==> src/rtl/idx_remap_pkg.sv <==
package idx_remap_pkg;
  typedef enum logic [1:0] {
    MODE_CLAMP = 2'd0,
    MODE_MARK  = 2'd1,
    MODE_REDIR = 2'd2,
    MODE_MARK2 = 2'd3
  } remap_mode_e;

  typedef enum logic {
    LD_IDLE = 1'b0,
    LD_RUN  = 1'b1
  } ld_state_e;
endpackage

==> src/rtl/idx_load_ctrl.sv <==
module idx_load_ctrl
  import idx_remap_pkg::*;
#(
  parameter int MAX_ELEM = 64,
  parameter int VL_W     = 7,
  parameter int CNT_W    = 6
) (
  input  logic             clk,
  input  logic             rst,
  input  logic             start,
  input  logic [VL_W-1:0]  cfg_vl,
  input  logic [1:0]       cfg_mode,
  input  logic             in_valid,
  output logic             in_ready,
  output logic             done,
  output logic             wr_en,
  output logic [CNT_W-1:0] wr_addr,
  output logic [VL_W-1:0]  vl_q,
  output remap_mode_e      mode_q
);
  localparam logic [VL_W-1:0] VL_CAP = VL_W'(MAX_ELEM);

  ld_state_e        state;
  logic [CNT_W-1:0] cnt;
  logic [VL_W-1:0]  eff_vl;
  logic             last_elem;

  // cap the requested length at the array depth
  assign eff_vl    = (cfg_vl > VL_CAP) ? VL_CAP : cfg_vl;
  assign last_elem = (VL_W'(cnt) == (vl_q - VL_W'(1)));
  assign in_ready  = (state == LD_RUN);
  assign wr_en     = in_ready && in_valid;
  assign wr_addr   = cnt;

  always_ff @(posedge clk) begin
    if (rst) begin
      state  <= LD_IDLE;
      cnt    <= '0;
      vl_q   <= '0;
      mode_q <= MODE_CLAMP;
      done   <= 1'b0;
    end else begin
      done <= 1'b0;
      case (state)
        LD_IDLE: begin
          if (start) begin
            vl_q   <= eff_vl;
            mode_q <= remap_mode_e'(cfg_mode);
            cnt    <= '0;
            if (eff_vl == '0) done  <= 1'b1;
            else              state <= LD_RUN;
          end
        end
        LD_RUN: begin
          if (in_valid) begin
            cnt <= cnt + CNT_W'(1);
            if (last_elem) begin
              state <= LD_IDLE;
              done  <= 1'b1;
            end
          end
        end
        default: state <= LD_IDLE;
      endcase
    end
  end
endmodule

==> src/rtl/idx_sanitize.sv <==
module idx_sanitize
  import idx_remap_pkg::*;
#(
  parameter int DIN_W = 16,
  parameter int VL_W  = 7,
  parameter int IDX_W = 8
) (
  input  logic [DIN_W-1:0] raw,
  input  logic [VL_W-1:0]  vl,
  input  remap_mode_e      mode,
  output logic [IDX_W-1:0] clean
);
  localparam logic [IDX_W-1:0] MARKER = '1;

  logic [DIN_W-1:0] vl_ext;
  logic             out_of_range;
  logic [IDX_W-1:0] replace;

  // the only comparison against VL lives here, on the load side
  assign vl_ext       = DIN_W'(vl);
  assign out_of_range = (raw >= vl_ext);

  generate
    if (IDX_W > VL_W) begin : g_wide
      assign replace = (mode == MODE_CLAMP) ? '0 : MARKER;
    end else begin : g_narrow
      assign replace = '0;
    end
  endgenerate

  assign clean = out_of_range ? replace : raw[IDX_W-1:0];
endmodule

==> src/rtl/idx_store.sv <==
module idx_store #(
  parameter int MAX_ELEM = 64,
  parameter int IDX_W    = 8,
  parameter int CNT_W    = 6
) (
  input  logic             clk,
  input  logic             rst,
  input  logic             wr_en,
  input  logic [CNT_W-1:0] wr_addr,
  input  logic [IDX_W-1:0] wr_data,
  input  logic [CNT_W-1:0] rd_addr,
  output logic [IDX_W-1:0] rd_data
);
  logic [IDX_W-1:0] ent [MAX_ELEM];

  generate
    for (genvar g = 0; g < MAX_ELEM; g++) begin : g_ent
      always_ff @(posedge clk) begin
        if (rst)
          ent[g] <= '0;
        else if (wr_en && (wr_addr == CNT_W'(g)))
          ent[g] <= wr_data;
      end
    end
  endgenerate

  assign rd_data = ent[rd_addr];
endmodule

==> src/rtl/idx_remap.sv <==
module idx_remap
  import idx_remap_pkg::*;
#(
  parameter int IDX_W = 8,
  parameter int RN_W  = 7
) (
  input  logic [IDX_W-1:0] entry,
  input  logic [RN_W-1:0]  base,
  input  remap_mode_e      mode,
  input  logic             we_in,
  output logic [RN_W-1:0]  regnum,
  output logic             is_null,
  output logic             we_out
);
  logic            is_mark;
  logic [RN_W-1:0] sum;

  // marker test is a wide AND in parallel with the adder; no VL compare
  assign is_mark = &entry;
  assign sum     = base + entry[RN_W-1:0];
  assign regnum  = is_mark ? '0 : sum;
  assign is_null = is_mark && (mode != MODE_REDIR);
  assign we_out  = we_in && !is_null;
endmodule

==> src/rtl/idx_load_remap.sv <==
module idx_load_remap
  import idx_remap_pkg::*;
#(
  parameter int MAX_ELEM = 64,
  parameter int DIN_W    = 16,
  parameter int IDX_W    = 8,
  parameter int RN_W     = 7,
  parameter int VL_W     = $clog2(MAX_ELEM + 1),
  parameter int CNT_W    = $clog2(MAX_ELEM)
) (
  input  logic             clk,
  input  logic             rst,
  input  logic             start,
  input  logic [VL_W-1:0]  cfg_vl,
  input  logic [1:0]       cfg_mode,
  input  logic             in_valid,
  output logic             in_ready,
  input  logic [DIN_W-1:0] in_data,
  output logic             done,
  input  logic [CNT_W-1:0] rd_elem,
  input  logic [RN_W-1:0]  rd_base,
  input  logic             acc_we_in,
  output logic [IDX_W-1:0] rd_entry,
  output logic [RN_W-1:0]  rd_regnum,
  output logic             rd_null,
  output logic             acc_we_out
);
  logic             wr_en;
  logic [CNT_W-1:0] wr_addr;
  logic [VL_W-1:0]  vl_q;
  remap_mode_e      mode_q;
  logic [IDX_W-1:0] clean;

  idx_load_ctrl #(.MAX_ELEM(MAX_ELEM), .VL_W(VL_W), .CNT_W(CNT_W)) u_ctrl (
    .clk(clk), .rst(rst), .start(start), .cfg_vl(cfg_vl), .cfg_mode(cfg_mode),
    .in_valid(in_valid), .in_ready(in_ready), .done(done),
    .wr_en(wr_en), .wr_addr(wr_addr), .vl_q(vl_q), .mode_q(mode_q)
  );

  idx_sanitize #(.DIN_W(DIN_W), .VL_W(VL_W), .IDX_W(IDX_W)) u_san (
    .raw(in_data), .vl(vl_q), .mode(mode_q), .clean(clean)
  );

  idx_store #(.MAX_ELEM(MAX_ELEM), .IDX_W(IDX_W), .CNT_W(CNT_W)) u_store (
    .clk(clk), .rst(rst), .wr_en(wr_en), .wr_addr(wr_addr), .wr_data(clean),
    .rd_addr(rd_elem), .rd_data(rd_entry)
  );

  idx_remap #(.IDX_W(IDX_W), .RN_W(RN_W)) u_remap (
    .entry(rd_entry), .base(rd_base), .mode(mode_q), .we_in(acc_we_in),
    .regnum(rd_regnum), .is_null(rd_null), .we_out(acc_we_out)
  );
endmodule

==> config.mk <==
export PLATFORM = sky130hd
export DESIGN_NAME = idx_load_remap
export DESIGN_NICKNAME = d
export VERILOG_FILES = /design/src/rtl/idx_remap_pkg.sv /design/src/rtl/idx_load_ctrl.sv /design/src/rtl/idx_sanitize.sv /design/src/rtl/idx_store.sv /design/src/rtl/idx_remap.sv /design/src/rtl/idx_load_remap.sv
export SDC_FILE = /design/constraint.sdc
export NUM_CORES = 1
export LEC_CHECK = 0
export ABC_CLOCK_PERIOD_IN_PS = 3700
export BUFFER_PORTS_ARGS = -buffer_cell sky130_fd_sc_hd__buf_2
export CAP_MARGIN = 10
export CORE_ASPECT_RATIO = 0.7
export CORE_UTILIZATION = 36
export DETAILED_ROUTE_END_ITERATION = 6
export GPL_TIMING_DRIVEN = 0
export HOLD_SLACK_MARGIN = 0.03
export PLACE_DENSITY = 0.61
export SETUP_SLACK_MARGIN = 0.02
export SLEW_MARGIN = 10
export SYNTH_ARGS = -nofsm -noshare
export SYNTH_HDL_FRONTEND = slang
export SYNTH_HIERARCHICAL = 1
export SYNTH_SLANG_ARGS = --single-unit
==> constraint.sdc <==
create_clock -name clk -period 3.7 [get_ports clk]
set_input_delay 0.185 -clock clk [delete_from_list [all_inputs] [get_ports clk]]
set_output_delay 0.185 -clock clk [all_outputs]
set_load 0.1 [all_outputs]
* Yosys cells after proc, flatten, opt, wreduce, memory -nomap -nowiden
Memory sizes are Yosys's and may differ from the RTL's. Index checks and enable logic that the tools add are counted.
Word-level totals: RAM bits 512, register bits after elaboration 17, input bits 43, memories 1, output and inout bits 19
Operators by class: bitwise operators 65, muxes and demuxes 275, eq/ne operators 67, reduce and logical (&&, ||, !) cells 74, order comparisons 2, $add $sub $neg 3
Memories:
- u_store.ent | depth 64, width 8, read ports 1, clocked after memory_dff 0, wr ports 64, RTL line idx_store.sv:14 | logic [IDX_W-1:0] ent [MAX_ELEM];
Operators with widths (count):
- two-way mux 8 bit | 66
- two-way mux 1 bit | 202
- equality test 6 bit, second input constant | 32
- equality test 6 x 5 -> 1 bit, second input constant | 16
- logical AND 1 bit | 67
- OR 1 bit | 64
- equality test 6 x 4 -> 1 bit, second input constant | 8
- equality test 6 x 3 -> 1 bit, second input constant | 4
- greater-or-equal comparator 16 x 7 -> 1 bit | 1
- two-way mux 7 bit | 2
- equality test 6 x 2 -> 1 bit, second input constant | 2
- two-way mux 6 bit | 2
- one-hot mux 6 bit (2 select lines) | 1
- AND reduction 8 bit | 1
- adder 7 bit | 1
- equality test 6 x 7 -> 1 bit | 1
- greater-than comparator 7 bit, second input constant | 1
- zero test 7 bit | 1
- subtractor 7 x 1 -> 7 bit, second input constant | 1
- adder 6 x 1 -> 6 bit, second input constant | 1
- equality test 6 x 1 -> 1 bit, second input constant | 1
- zero test 6 bit | 1
- inequality test 2 bit, second input constant | 3
- one-hot mux 1 bit (2 select lines) | 2
- other kinds (4) | 5

* Longest topological paths before layout
Gate-level depths: netlist of run 1.
word-level depth 6, depth in mapped cells 16

* By module
The synthesis of run 1 kept the hierarchy.
Modules (own cells, without submodules):
- idx_store | area each 23820.3 um2, cells each 1573, times used 1, sequential area each 15374.7 um2
- idx_load_ctrl | area each 885.8 um2, cells each 110, times used 1, sequential area each 340.3 um2
- idx_remap | area each 326.6 um2, cells each 44, times used 1, sequential area each 0.0 um2
- idx_sanitize | area each 320.3 um2, cells each 41, times used 1, sequential area each 0.0 um2

* Worst setup path after synthesis of run 1
OpenSTA, ideal clock, no wires.
path type input to output, start input port rd_elem[2], end output port acc_we_out, setup slack -3.197 ns, data arrival time 6.712 ns, stages on the path 12, buffers on the path 4, cells stage by stage buf_2 buf_2 buf_2 buf_1 a21oi_1 a21oi_1 nor2_1 o31ai_1 and4_4 nand2_1 a21oi_1 nor2b_1
On the way: longest elaborated chain between the ends 5
Ends and longest elaborated chain:
- from (decl) | RTL line idx_load_remap.sv:20 | input logic [CNT_W-1:0] rd_elem,
- memory (64 x 8 bit)
- via rd_entry[7] | RTL line idx_load_remap.sv:23 | output logic [IDX_W-1:0] rd_entry,
- AND reduction 8 bit | RTL line idx_remap.sv:19 | assign is_mark = &entry;
- logical AND 1 bit | RTL line idx_remap.sv:22 | assign is_null = is_mark && (mode != MODE_REDIR);
- via rd_null | RTL line idx_load_remap.sv:25 | output logic rd_null,
- zero test 1 bit | RTL line idx_remap.sv:23 | assign we_out = we_in && !is_null;
- logical AND 1 bit | RTL line idx_remap.sv:23
- to (decl) | RTL line idx_load_remap.sv:26 | output logic acc_we_out
The timed path passes the listed nets, and every way through them passes these cells.

* Worst setup path in the final report of run 1
start memory u_store.ent[45][0], end output port rd_regnum[4]
On the way: longest elaborated chain between the ends 3
Ends and longest elaborated chain:
- from (decl) | RTL line idx_store.sv:14
- memory (64 x 8 bit) *
- adder 7 bit or AND reduction 8 bit (tied branches) | RTL line idx_remap.sv:20, idx_remap.sv:19
- two-way mux 7 bit * | RTL line idx_remap.sv:21 | assign regnum = is_mark ? '0 : sum;
- to (decl) | RTL line idx_load_remap.sv:24 | output logic [RN_W-1:0] rd_regnum,
Mark *: on every way between the ends. The rest lies on a longest branch, timed or not.

==> results.txt, run 1 <==
status = complete, but fails checks
failing checks = setup timing
core footprint = 0.06887 mm^2
ANT nets after route = 0
asr flop ratio synth = 0%
Pleak = 9.964 nW
cell row count = 80
Die Ht = 224.0 um
max-cap check violation count = 0
Hold/Removal Path Class = input port to register
CP Class = register to output port
met2 Use GR = 30.07%
Avg Inst Size Synth = 14.34 um^2
starting density of the core = 36.82%
clock tree root buffer cell = clkbuf_16
synthesized area = 0.02535 mm^2
worst-case clock buffer depth = 3
Startpoint Class = register
GR Util met1 = 31.54%
drt total wl = 78840 um
grt total ovfl = 0
Seq/Total Area, Yosys = 61.98%
pwr dens = 476.3 mW/mm^2
CTS Sinks = 529
DPL Wire Length = 56620 um
count of state elements after synthesis = 529
final instance area = 0.02907 mm^2
synth warn = 6
Sw Ratio = 26.58%
# nets final = 1957
final worst slack = -0.2241 ns
via count = 15910
placed cell areas = 0.02686 mm^2
Post-Place Worst Slack = -1.017 ns
antenna violations before repair = 4
number of remaining DRC errors = 0
Sw Pwr = 3.680 mW
CTS tree = built
Final setup viols = 3
Setup Skew = 0.02364 ns
Syn-to-layout area delta = 14.65%
I/O Buffers = 57
initial drt markers = 2094
final design utilization = 42.21%
Least-Margin Pin Slew = 1.119 ns
GP Congestion = 0.9623
Final TNS setup = -0.4788 ns
synth unique cells = 63
gr busiest metal = met1
Final Hold Vio Count = 0
Synth Instances = 1768
Crit. End Element = output port
CP Data Required Time = 3.51 ns
Pint = 10.16 mW
CP Max Fanout = 3
CTS Buf Count = 51
Routed WL per cell = 27.79 um
# IOs = 62
max-slew violation count = 0
post-synth net total = 1827
crit path time final = 3.924 ns
number of instances in the placed design = 2727
clk_lat worst skew = 0.63 ns
Worst VDD drop = 0.3532 mV
share of cells above drive strength 1 = 19.70%
first-pass GRT wire length = 111600 um
Post-synth EDFFs = 512
Slew headroom = 25.22%
Die Wd = 319.2 um
clk slew on worst S/H paths = 0.07 ns
number of global-route vias before repair = 15590
gr usage total = 22.08%
Via density = 5.606
M3 GR Usage = 9.185%
fmax = 254.8 MHz
arrival time at the worst endpoint = 3.74 ns
Comb pwr share = 13.6%
H-tree depth = 2
drt pass-1 iters = 5
RSZ-0062 raised after global routing = true
share of power burned in registers = 49.9%
die area = 0.07151 mm^2
non-filler instance count after layout = 2837
Pwr Total = 13.84 mW
Clk pwr share = 36.5%
Top FF cell, synth = edfxtp_1
largest net degree at the start of global routing = 15
minimum hold slack = 0.2932 ns
Final Cycle Share = 106.1%
==> synth_stat cells, drive strengths merged (4+ instances only) <==
library cell | count | share of area (%)
buf | 48 | 1.1
nor3 | 7 | 0.14
dfxtp | 17 | 1.3
edfxtp | 512 | 61
or2 | 7 | 0.17
o22ai | 24 | 0.59
o221ai | 7 | 0.24
o21bai | 66 | 2.0
o21ai | 11 | 0.22
nor4 | 7 | 0.17
a22oi | 13 | 0.38
nand2b | 9 | 0.22
mux2i | 20 | 0.79
a211oi | 5 | 0.17
nand3 | 13 | 0.26
a221oi | 7 | 0.24
inv | 22 | 0.33
nor2b | 11 | 0.27
or3 | 4 | 0.12
nor3b | 8 | 0.24
mux4 | 120 | 11
xnor2 | 5 | 0.17
nand4 | 12 | 0.30
nand2 | 28 | 0.41
ha | 15 | 0.74
and2 | 517 | 13
nor2 | 90 | 1.4
xor2 | 5 | 0.17
a21oi | 25 | 0.49
clkbuf | 77 | 1.1
mux2 | 14 | 0.62
a21o | 5 | 0.15
o211ai | 8 | 0.24
==> worst max-delay path, stage by stage (launching register included) <==
cell and delay, ns:
edfxtp_1 0.40, mux4_2 0.52, a22oi_2 0.25, nand4_1 0.19
mux2_4 0.36, ha_4 0.18, inv_2 0.05, fa_2 0.18
and2b_2 0.26, buf_4 0.15, o21ai_4 0.15, nand4_1 0.13
nand2_2 0.12, buf_12 0.18
==> power by group through the flow <==
stage | clock (mW) | combinational, mW | sequential [mW]
after detailed placement | 0 | 1.66 | 7.03
after CTS | 5.12 | 1.80 | 6.91
final | 5.05 | 1.89 | 6.91
after floorplan | 0 | 1.09 | 6.99
after global routing | 5.33 | 1.95 | 6.93
after global placement | 0 | 1.64 | 7.02
==> cell type report <==
cell class / count / area (um^2)
fillers: 6286 / 39800
flip-flops and latches: 529 / 15720
multi-input cells: 1092 / 9364
clock buffers: 66 / 1333
well taps: 902 / 1129
plain buffers: 122 / 638.1
repair buffers: 80 / 585.6
clock inverters: 23 / 219.0
inverters: 22 / 82.58
diodes: 1 / 2.502
==> path summary, 6_finish.rpt <==
kind,cells after the start,slack [ns],startpoint,endpoint
worst min-delay path,3,0.29,rst,u_ctrl/vl_q[6]$_SDFFE_PP0P_
worst min register to register,2,0.49,u_ctrl/vl_q[6]$_SDFFE_PP0P_,u_ctrl/vl_q[6]$_SDFFE_PP0P_
worst max-delay path,13,-0.22,u_store/ent[45][0]$_SDFFCE_PN0P_,rd_regnum[4]
worst max register to register,9,0.15,u_ctrl/vl_q[2]$_SDFFE_PP0P_,u_store/ent[52][0]$_SDFFCE_PN0P_
==> per-layer routing <==
layer	routed length, um	part of all wire [%]	up-vias
met1	33580	43	8046
met2	31710	40	923
met3	11330	14	119
met5	264	0.33	-
met4	1952	2.5	8
li1	-	-	6809
==> flip-flops by register name, indices dropped and copies added, names as in the netlist <==
signal,cells
u_ctrl/mode_q,2
u_store/ent,512
u_ctrl/done,1
u_ctrl/in_ready,1
u_ctrl/wr_addr,6
u_ctrl/vl_q,7
==> cell usage in the layout, fill, tap and decap left out, types with 5 or more instances in the layout <==
master,synthesis,routed
and2_1,516,516
edfxtp_1,512,512
mux4_2,120,120
clkbuf_1,77,83
nor2_1,80,78
o21bai_1,66,66
buf_2,21,56
clkbuf_16,0,51
buf_4,6,29
nand2_1,28,26
inv_1,22,20
a21oi_1,25,20
mux2i_1,20,18
o22ai_1,24,18
dfxtp_1,17,17
dlygate4sd3_1,0,14
nand4_1,12,12
clkbuf_2,0,12
nand3_1,13,11
a22oi_1,13,11
ha_1,15,11
nor2_2,10,11
buf_6,7,10
clkinv_1,0,9
nand2b_1,9,9
mux2_2,11,9
clkinv_2,0,8
nor3b_1,8,8
o211ai_1,8,8
nor2b_1,11,8
a221oi_1,7,7
nor4_1,7,6
o221ai_1,7,6
buf_12,0,5
xnor2_1,5,5
nor3_1,7,5
o21ai_1,7,5
==> logic make-up (layout without fill, tap and decap cells) <==
group | Yosys count | after routing | synth area share (%)
simple gates | 724 | 724 | 16.87
flops | 529 | 529 | 61.98
compound gates | 188 | 188 | 5.330
mux | 154 | 154 | 12.07
buf+inv | 147 | 313 | 2.576
fa+ha+maj | 16 | 16 | 0.8192
xor+xnor | 10 | 10 | 0.3454
other cells | 0 | 1 | 0
==> repair_timing <==
| action | in CTS | in global routing |
|---|---|---|
| pin swaps | 15 | 15 |
| setup buffers | 6 | 4 |
| setup endpoints to repair | 13 | 226 |
| hold buffers | 14 | 0 |
| hold endpoints to repair | 13 | 0 |
| resized for setup | 92 | 37 |
No activity file was read; power rests on OpenSTA's default activity.
==> inputs of run 2 (changes only) <==
==> constraint.sdc (replaced) <==
create_clock -name clk -period 3.7 [get_ports clk]
set_input_delay 0.37 -clock clk [delete_from_list [all_inputs] [get_ports clk]]
set_output_delay 0.37 -clock clk [all_outputs]
set_load 0.1 [all_outputs]
==> run 2 against run 1 <==
The flow still finishes with violations (setup timing). First-iteration DRC count is essentially flat. Maximum frequency shrank 2.7%. Cell count shrank 0.35%. Routed wire length grew 0.78%. Register-to-register slack gained 0.05 ns. Via count grew 1.6%. Clock skew grew 0.0091 ns. Combinational power grew 3%. Hold slack lost 0.23 ns. Setup slack lost 0.11 ns. Sequential cell count is the same. Clock-buffer cell count shrank 3. Largest power group unchanged.
==> results.txt, run 2 (synthesis gave the netlist of run 1 again) <==
number of global-route vias before repair = 15760
final instance area = 0.02922 mm^2
ANT nets after route = 0
largest net degree at the start of global routing = 16
fmax = 247.8 MHz
Syn-to-layout area delta = 15.25%
pwr dens = 480.5 mW/mm^2
# nets final = 1943
Final Hold Vio Count = 0
CTS Sinks = 529
Setup Skew = 0.03272 ns
CP Class = input port to output port
origin of the worst setup path = rd_elem[0]
failing checks = setup timing
starting density of the core = 36.82%
core footprint = 0.06887 mm^2
max reg flops = 512
hold path start = cfg_vl[0]
max-cap check violation count = 0
Pwr Total = 14.04 mW
share of cells above drive strength 1 = 20.89%
Slew headroom = 26.39%
most common cell after layout, fill and taps aside = and2_1
Pleak = 9.995 nW
antenna violations before repair = 2
final worst slack = -0.3349 ns
worst-case clock buffer depth = 3
RSZ-0062 raised after global routing = true
die area = 0.07151 mm^2
Crit. End Element = output port
clk slew on worst S/H paths = 0.06 ns
drt pass-1 iters = 6
CP Max Fanout = 10
Least-Margin Pin Slew = 1.102 ns
first-pass GRT wire length = 112900 um
crit path time final = 4.035 ns
clk_lat worst skew = 0.61 ns
Die Ht = 224.0 um
biggest cell delay along the critical path = 0.59 ns
Final setup viols = 5
placed cell areas = 0.02706 mm^2
clock tree root buffer cell = clkbuf_16
gr usage total = 22.13%
cell row count = 80
Startpoint Class = input port
Routed WL per cell = 28.10 um
CTS tree = built
grt total ovfl = 0
H-tree depth = 2
max-slew violation count = 0
drt total wl = 79450 um
I/O Buffers = 57
commonest non-fill, non-tap cells in the layout = 515 x and2_1, 512 x edfxtp_1, 120 x mux4_2
GP Congestion = 0.9750
via count = 16160
non-filler instance count after layout = 2827
Final Cycle Share = 109.1%
Worst VDD drop = 0.3161 mV
Via density = 5.716
arrival time at the worst endpoint = 3.66 ns
delay-heaviest family, CP = multiplexers
number of remaining DRC errors = 0
most flop-heavy register = u_store/ent
minimum hold slack = 0.06389 ns
Hold/Removal Path Class = input port to register
# fillers = 6261
# IOs = 62
CTS Buf Count = 51
final design utilization = 42.43%
initial drt markers = 2095
DPL Wire Length = 56520 um
status = complete, but fails checks
Crit path top cell by count = buf_12
CP Data Required Time = 3.33 ns
Die Wd = 319.2 um
Buf/Inv on CP = 4
RR Startpoint = u_ctrl/vl_q[2]$_SDFFE_PP0P_
number of instances in the placed design = 2727
Worst path slowest cell = mux4_2
critical-path cell list = buf_12 -> buf_12 -> buf_6 -> mux4_2 -> o21ai_1 -> nand4_1 -> mux2_2 -> ha_1 -> o2111ai_4 -> a21o_1 -> a21oi_4 -> buf_12
## run 2: repair_timing
item | 4_1_cts | 5_1_grt
hold endpoints to repair | 2 | 0
gates resized for setup | 93 | 38
buffers inserted | 6 | 0
pin swaps | 13 | 12
endpoints found under the setup margin | 74 | 185
hold buffers | 2 | 0
## run 2: layout make-up
type	count	area, um^2	area share [%]
clock inverter	30	275.3	0.9421
tap	902	1129	3.862
antenna	1	2.502	0.008564
multi-input combinational	1092	9435	32.29
timing repair buffer	65	473.0	1.619
clock buffer	63	1321	4.522
inverter	22	82.58	0.2826
buffer	123	785.8	2.689
sequential	529	15720	53.78
## run 2: worst register-to-register path: stages, from the launching register on
cell and delay [ns]:
dfxtp_1 0.48, inv_1 0.10, ha_1 0.28, o21a_1 0.10, nor2_1 0.06, o41ai_4 0.69, mux2i_1 0.26, clkdlybuf4s15_2 0.54
clkbuf_1 0.60, and2_1 0.23
## run 2: power breakdown
part / total (mW) / leakage, nW / internal (mW) / switching [mW]
sequential: 6.91 / 5.12 / 6.82 / 0.0907
combinational: 1.94 / 4.09 / 0.632 / 1.31
clock: 5.19 / 0.779 / 2.83 / 2.36
## run 2: routing by layer
layer / global-route usage, % / routed length (um) / share of wire (%) / vias up
li1: - / - / - / 6778
met1: 33.08 / 34800 / 44 / 8349
met2: 30.96 / 33040 / 42 / 922
met3: 7.269 / 10150 / 13 / 110
met4: 4.730 / 1456 / 1.8 / 0
met5: 0 / 0 / 0 / -
## run 2: stage by stage
step	setup slack, ns	TNS (ns)
floorplan	-0.1637	-0.4136
global placement	-1.164	-7.891
detailed placement	-1.240	-10.00
CTS	-0.2950	-1.150
global route	-0.4292	-1.586
finish	-0.3349	-1.156
## run 2: final timing paths
kind / end / slack [ns] / cells past startpoint
max: rd_regnum[6] / -0.33 / 12
min: u_ctrl/done$_SDFF_PP0_ / 0.06 / 4
max reg2reg: u_store/ent[49][3]$_SDFFCE_PN0P_ / 0.20 / 9
min reg2reg: u_ctrl/vl_q[6]$_SDFFE_PP0P_ / 0.50 / 2
==> inputs of run 3 (changes only) <==
--- a/config.mk
+++ b/config.mk
@@ -8,12 +8,12 @@
 export ABC_CLOCK_PERIOD_IN_PS = 3700
 export BUFFER_PORTS_ARGS = -buffer_cell sky130_fd_sc_hd__buf_2
 export CAP_MARGIN = 10
-export CORE_ASPECT_RATIO = 0.7
+export CORE_ASPECT_RATIO = 1.4
 export CORE_UTILIZATION = 36
 export DETAILED_ROUTE_END_ITERATION = 6
 export GPL_TIMING_DRIVEN = 0
 export HOLD_SLACK_MARGIN = 0.03
-export PLACE_DENSITY = 0.61
+export PLACE_DENSITY = 0.54
 export SETUP_SLACK_MARGIN = 0.02
 export SLEW_MARGIN = 10
 export SYNTH_ARGS = -nofsm -noshare
==> constraint.sdc (replaced) <==
create_clock -name clk -period 3.7 [get_ports clk]
set_input_delay 0.74 -clock clk [delete_from_list [all_inputs] [get_ports clk]]
set_output_delay 0.74 -clock clk [all_outputs]
set_load 0.1 [all_outputs]
==> run 3 against run 2 <==
The flow still finishes with violations (setup timing). Critical endpoint unchanged. Clock skew down 0.010 ns. Setup slack worse by 0.49 ns. Via count fell by 1.4%. Largest power group unchanged. Critical path type unchanged. Total power decreased by 0.49%. Sequential share of layout area down 2.1 points. Combinational power rose by 6%.
==> results.txt, run 3 (synthesis gave the netlist of run 1 again) <==
Worst VDD drop = 0.3083 mV
max-slew violation count = 0
final instance area = 0.03039 mm^2
fmax = 220.8 MHz
CP Max Fanout = 6
Pleak = 10.54 nW
Setup Skew = 0.02225 ns
most flop-heavy register = u_store/ent
# IOs = 62
commonest non-fill, non-tap cells in the layout = 514 x and2_1, 512 x edfxtp_1, 120 x mux4_2
Least-Margin Pin Slew = 1.196 ns
largest net degree at the start of global routing = 15
clock tree root buffer cell = clkbuf_16
Die Ht = 316 um
core footprint = 0.06932 mm^2
drt pass-1 iters = 5
final design utilization = 43.84%
Via density = 5.457
clk_lat worst skew = 0.61 ns
hold path depth = 3
Routed WL per cell = 28.08 um
starting density of the core = 36.57%
Hold/Removal Path Class = input port to register
via count = 15930
CTS tree = built
H-tree depth = 2
status = complete, but fails checks
pwr dens = 459.7 mW/mm^2
# fillers = 6303
initial drt markers = 1502
final worst slack = -0.8290 ns
crit path time final = 4.529 ns
share of cells above drive strength 1 = 24.17%
Slew headroom = 20.08%
R2R depth = 9
max-cap check violation count = 0
grt total ovfl = 0
first-pass GRT wire length = 113800 um
Pwr Total = 13.97 mW
I/O Buffers = 57
number of instances in the placed design = 2753
Startpoint Class = input port
die area = 0.07151 mm^2
worst-case clock buffer depth = 3
clk slew on worst S/H paths = 0.06 ns
Crit. End Element = output port
# nets final = 2012
non-filler instance count after layout = 2919
Final Cycle Share = 122.4%
ANT nets after route = 0
placed cell areas = 0.02714 mm^2
Final TNS setup = -5.884 ns
max reg flops = 512
number of remaining DRC errors = 0
gr usage total = 22.97%
Final setup viols = 10
antenna violations before repair = 2
GP Congestion = 0.9275
most common cell after layout, fill and taps aside = and2_1
Die Wd = 226.3 um
cell row count = 114
Syn-to-layout area delta = 19.87%
arrival time at the worst endpoint = 3.79 ns
number of global-route vias before repair = 16170
hold buffers post-CTS = 0
CP Class = input port to output port
CP Data Required Time = 2.96 ns
failing checks = setup timing
Final Hold Vio Count = 0
drt total wl = 81960 um
DPL Wire Length = 58590 um
CTS Sinks = 529
RSZ-0062 raised after global routing = true
CTS Buf Count = 53
==> run 3: changes by cell type in the layout (fill, tap and decap cells not counted), sizes merged <==
cell,before,now
buf,104,169
bufinv,4,1
clkbuf,141,149
clkdlybuf4s15,3,4
clkdlybuf4s18,1,0
clkinv,20,21
clkinvlp,2,3
dlygate4sd3,2,0
inv,26,22
==> run 3: layout make-up <==
class	instances	area (um^2)	share of cell area, %
Sequential cell	529	15720	51.71
Clock buffer	67	1419	4.669
Multi-Input combinational cell	1092	9607	31.61
Buffer	122	1017	3.347
Clock inverter	25	140.1	0.4611
Inverter	22	82.58	0.2717
Tap cell	928	1161	3.821
Timing Repair Buffer	133	1246	4.101
Antenna cell	1	2.502	0.008234
==> run 3: through the flow <==
stage | worst slack [ns] | hold slack (ns)
2_1_floorplan | -0.8983 | 0.4618
3_3_place_gp | -1.810 | 0.4785
3_5_place_dp | -1.846 | 0.4786
4_1_cts | -0.7858 | 0.3755
5_1_grt | -0.8600 | 0.4114
6_report | -0.8290 | 0.4058
==> run 3: worst paths after layout <==
path / slack, ns / start / to
worst max-delay path: -0.83 / rd_elem[0] / rd_regnum[6]
worst min-delay path: 0.41 / cfg_mode[0] / u_ctrl/mode_q[0]$_SDFFE_PP0P_
worst min register to register: 0.49 / u_ctrl/mode_q[0]$_SDFFE_PP0P_ / u_ctrl/mode_q[0]$_SDFFE_PP0P_
worst max register to register: 0.25 / u_ctrl/vl_q[2]$_SDFFE_PP0P_ / u_store/ent[49][7]$_SDFFCE_PN0P_
==> run 3: repair_timing <==
item | 4_1_cts | 5_1_grt
pin swaps | 27 | 27
buffers inserted | 35 | 38
endpoints found under the setup margin | 77 | 130
gates resized for setup | 179 | 51
hold endpoints to repair | 0 | 0
cloned | 1 | 2
==> run 3: worst max-delay path: stages <==
cell and delay [ns]:
buf_16 0.13, buf_16 0.13, buf_12 0.13, buf_12 0.14
buf_12 0.13, nand2_8 0.08, o22ai_4 0.11, nor4_4 0.41
mux2_4 0.26, ha_4 0.13, inv_2 0.03, fa_2 0.32
and2b_2 0.29, o2111ai_4 0.13, a21o_1 0.23, a21oi_4 0.17
buf_12 0.19
==> run 3: routing by layer <==
| layer | vias up | track usage, % | wire length [um] |
|---|---|---|---|
| met3 | 171 | 3.327 | 4887 |
| met1 | 8168 | 25.84 | 29340 |
| met2 | 668 | 41.59 | 43120 |
| met4 | 0 | 12.53 | 4618 |
| met5 | - | 0 | 0 |
| li1 | 6921 | - | - |
==> run 3: where the power goes <==
group	total, mW	internal, mW	switching [mW]
clock network	5.00	2.75	2.25
registers	6.91	6.82	0.0872
logic	2.06	0.755	1.31
total	14.0	10.3	3.64
